<file path="src/rtl/xbus_rst_drv.sv">
module xbus_rst_drv #(
  parameter int CLK_HZ = 50_000_000,
  parameter int MIN_US = 1000
) (
  input  logic clk,
  input  logic rst_n,
  input  logic pwr_good,
  input  logic hard_rst_req,
  output logic bus_rst
);

  localparam longint HOLD_L   = (longint'(CLK_HZ) * longint'(MIN_US) + 64'd999_999) / 64'd1_000_000;
  localparam int     HOLD_CYC = (HOLD_L < 1) ? 1 : int'(HOLD_L);
  localparam int     CW       = $clog2(HOLD_CYC + 1);

  logic          pg_meta, pg_sync;
  logic [CW-1:0] hold_cnt;

  always_ff @(posedge clk or negedge rst_n) begin
    if (!rst_n) begin
      pg_meta <= 1'b0;
      pg_sync <= 1'b0;
    end else begin
      pg_meta <= pwr_good;
      pg_sync <= pg_meta;
    end
  end

  always_ff @(posedge clk or negedge rst_n) begin
    if (!rst_n)                hold_cnt <= '0;
    else if (hard_rst_req)     hold_cnt <= CW'(HOLD_CYC);
    else if (hold_cnt != '0)   hold_cnt <= hold_cnt - CW'(1);
  end

  assign bus_rst = !pg_sync || (hold_cnt != '0);

endmodule

</file>
<file path="config.mk">
export PLATFORM = sky130hd
export DESIGN_NAME = xbus_rst_drv
export DESIGN_NICKNAME = d
export VERILOG_FILES = /design/src/rtl/xbus_rst_drv.sv
export SDC_FILE = /design/constraint.sdc
export NUM_CORES = 1
export LEC_CHECK = 0
export BUFFER_PORTS_ARGS = -buffer_cell sky130_fd_sc_hd__buf_2
export CAP_MARGIN = 10
export CORE_MARGIN = 5
export CORE_UTILIZATION = 55
export DETAILED_ROUTE_END_ITERATION = 10
export GPL_TIMING_DRIVEN = 0
export PLACE_DENSITY = 0.71
export SYNTH_ARGS = -nofsm -noshare
export SYNTH_HDL_FRONTEND = slang
export SYNTH_SLANG_ARGS = --single-unit
</file>
<file path="constraint.sdc">
create_clock -name clk -period 2.7 [get_ports clk]
set_clock_uncertainty 0.1 [all_clocks]
set_input_delay 0.27 -clock clk [delete_from_list [all_inputs] [get_ports clk]]
set_output_delay 0.27 -clock clk [all_outputs]
set_load 0.005 [all_outputs]
</file>
* Word level (Yosys, flattened, before mapping) *
Index checks and enable logic that the tools add are counted.

operators by class
  add/sub/neg operators = 1
  muxes and demuxes = 2
  reductions and logical operators = 4

operators by type and width
  kind                                                                  number
  16-bit two-way mux                                                    2
  16-bit nonzero test                                                   1
  16-bit by 1-bit subtractor with 16-bit output, second input constant  1
  2-bit nonzero test                                                    1
  1-bit zero test                                                       1
  1-bit logical OR                                                      1

storage, ports and cells
  bits in registers = 18
  output and inout port bits = 1
  word-level logic and storage cells = 10

* Depth between registers and ports, before layout *
  word-level depth = 3
  gate-level depth with buffers = 7
  mapped depth without buffers = 6

* Least setup slack after synthesis *
No wires, ideal clock.

  path kind = register -> register
  from = reg hold_cnt[0]
  to = reg hold_cnt[9]
  data arrival time = 2.007 ns
  required time = 2.469 ns
  slack = 0.462 ns
  cell stages (with the launch flop) = 8
  buffers on the path = 1
  clock period less this slack = 2.238 ns
  cell sequence = dfrtp_1 inv_1 ha_1 or3b_2 clkbuf_1 nor4_2 a211oi_1 or3_1

between the ends
  word-level cells in the longest chain between the ends = 3

ends and longest elaborated chain
  element                                        RTL line  text
  start, declared                                17        logic [CW-1:0] hold_cnt;
  start signal, assigned                         31        else if (hard_rst_req) hold_cnt <= CW'(HOLD_CYC);
  start signal, assigned                         32        else if (hold_cnt != '0) hold_cnt <= hold_cnt - CW'(1);
  16-bit by 1-bit subtractor with 16-bit output  32
  16-bit two-way mux                             32
  16-bit two-way mux                             31

Parallel ways exist; a longest one is shown, timed or not. The select of a mux whose other input is x is not followed.
A chain may end at the register's enable or synchronous reset.

* Worst setup path after layout *
Ends and elaborated chain as after synthesis.

==> results.cfg <==
[place]
hpwl_um = 1372
place_inst = 131
io_buffers = 4
place_congestion = 0.7931

[job]
maxCapViolCount = 0

[pwr]
p_clk_share_pct = 26.2
powerDensity_nw_per_um2 = 459.1
seqPwrFrac_pct = 60.2
p_comb_share_pct = 13.6
p_int_uw = 362.8
peakVddDrop_uv = 395.5
p_leak_nw = 0.3778
switchingPower_uw = 130.1
swShare_pct = 26.39

[yosys]
ys.flop_type = dfrtp_1
syn_nets = 107
synth.distinct_cells = 32
yosys_warnings = 0
synth_cells = 102
synth_async_sr_flop_share_pct = 100.0
seq_area_frac_synth_pct = 46.39
synth_most_common_cell = dfrtp_1
yosys-top-cells-area = dfrtp_1 46%, or3_1 6.4%, a21oi_1 4.6%
yosysTopAreaCell = dfrtp_1
synth_enable_flop_cells = 0
syn_area_um2 = 970.9
ys_ff_latch = 18
avgSynthCellArea_um2 = 9.519
synth_commonest_cells = 18 x dfrtp_1, 10 x or3_1, 9 x a21oi_1
yosysTopAreaCellShare_pct = 46.39

[timing]
period_needed_ns = 2.432
rsz0062_at_grt = no
worst-slew-pin-transition_ns = 0.4698
slew_viol_final = 0
fmax_mhz = 411.2
hold_viol = 0
finalSetupViolCount = 0
slew-limit-headroom_pct = 68.68
holdWs_ns = 0.1409
fin_setup_tns_ns = 0
finalCritPeriodShare_pct = 90.07

[hold_path]
hp-class = input port to flip-flop
min_from = hard_rst_req

[setup_path]
required_ns = 2.77
startpoint = hold_cnt[0]
arrival_ns = 2.50
crit_fanout = 7
cp-start-kind = flip-flop
r2r-start = hold_cnt[0]
crit_type = flip-flop to flip-flop
end_kind = flip-flop

[global_routing]
grt_pass1_vias = 780
grt_overflow = 0
grt_max_degree = 19
grt_pass1_wl_um = 3546
antenna_found_initial = 0
track_usage_pct = 17.75

[finish]
finalNonFillerCells = 136
nets = 118
area_growth_syn_to_layout_pct = 10.57
fill_cells = 148
fin_util_pct = 62.86
multi_input_area_um2 = 479.2
drive_above_1_share_pct = 12.61
final-seq-area_um2 = 450.4
diodes = 0

[cts]
htree_levels = 1
numCtsBuffers = 3
clockRootBuffer = clkbuf_4
clockBufferDepth = 2
clk_pin_slew_ns = 0.10
post_cts_buffers = 0
clock-sinks = 18
clk_latency_ns = 0.29
cts_tree = built

[drt]
drc = 0
drt_iter0_markers = 21
drt_first_pass_iters = 4
postRouteAntennaNets = 0
vias = 848
wire_per_inst_um = 14.39
wl_um = 1957
vias_per_cell = 6.235

[floorplanning]
dieArea_um2 = 2706
io_pins = 5
initial_core_util_pct = 56.85
fp.dieW_um = 52.02
rows = 15
core_area_um2 = 1708
die_y_um = 52.02

[run_status]
status = complete, no violations
==> cells by family after synthesis <==
logic type	after synthesis	synth area share (%)
and+or+nand+nor	44	29.00
DFF	18	46.39
adders and majority gates	1	1.288
buffers and inverters	11	5.154
AOI/OAI and AO/OA	27	17.27
xor gates and xnor gates	1	0.9022
==> worst max-delay path, stage by stage, from the launching register on <==
cell	delay, ns
dfrtp_1	0.40
inv_1	0.09
ha_1	0.21
or3b_2	0.45
clkbuf_1	0.21
nor4_4	0.37
a211oi_1	0.12
or3_1	0.36
==> worst paths after layout <==
check                                     to  slack (ns)  cells after the start
worst max-delay path             hold_cnt[9]        0.27                      7
worst min-delay path            hold_cnt[15]        0.14                      2
worst max register to register   hold_cnt[9]        0.27                      7
worst min register to register       pg_sync        0.26                      0
max in group asynchronous       hold_cnt[13]        1.89                      2
min in group asynchronous        hold_cnt[7]        0.33                      2
==> through the flow <==
step	area [um^2]	setup WS, ns	power, mW
2_1_floorplan	970.9	0.4615	0.3444
3_3_place_gp	1022	0.1760	0.3639
3_5_place_dp	1022	0.1461	0.3649
4_1_cts	1065	0.1367	0.4953
5_1_grt	1074	0.1389	0.5253
6_report	1074	0.2680	0.4928
==> layout by cell type, fill, tap and decap left out, types with 2 or more instances in the layout <==
master         count
nor4_1             6
o31ai_1            5
o21ai_0            6
inv_1              5
o211ai_1           2
nand2_1            3
clkbuf_4           3
dfrtp_1           18
a21oi_1            9
dlygate4sd3_1      2
buf_2              5
nand3_1            2
nor2_1             3
or4_1              6
a211oi_1           2
nor3_1             3
or3_1             10
nand2b_1           2
clkbuf_1           4
==> metal layers <==
metal	vias to the layer above	track usage, %	part of all wire, %
met4	0	7.860	1.7
met2	17	27.62	48
met5	-	0	0
li1	406	-	-
met1	420	23.15	47
met3	5	4.298	3.7
==> repair_timing <==
item | CTS | global route
endpoints found under the setup margin | 0 | 1
hold endpoints to repair | 19 | 0
resized for setup | 0 | 1
hold buffers | 2 | 0
==> power by group through the flow <==
stage               combinational (mW)  sequential (mW)  clock [mW]
floorplan                       0.0462            0.298           0
global placement                0.0623            0.302           0
detailed placement              0.0628            0.302           0
CTS                             0.0656            0.297       0.133
global route                    0.0773            0.300       0.148
finish                          0.0670            0.297       0.129
==> registers in the layout, indices dropped and copies added, names as in the netlist <==
name and cells:
hold_cnt 16, pg_sync 1, pg_meta 1
==> layout make-up <==
| type | instances | area share, % |
|---|---|---|
| repair buffers | 6 | 3.730 |
| inverters | 5 | 1.748 |
| flip-flops and latches | 18 | 41.96 |
| well taps | 25 | 2.914 |
| plain buffers | 6 | 2.914 |
| multi-input cells | 73 | 44.64 |
| clock buffers | 3 | 2.098 |
Note: power is estimated with default switching activity, not from simulation.
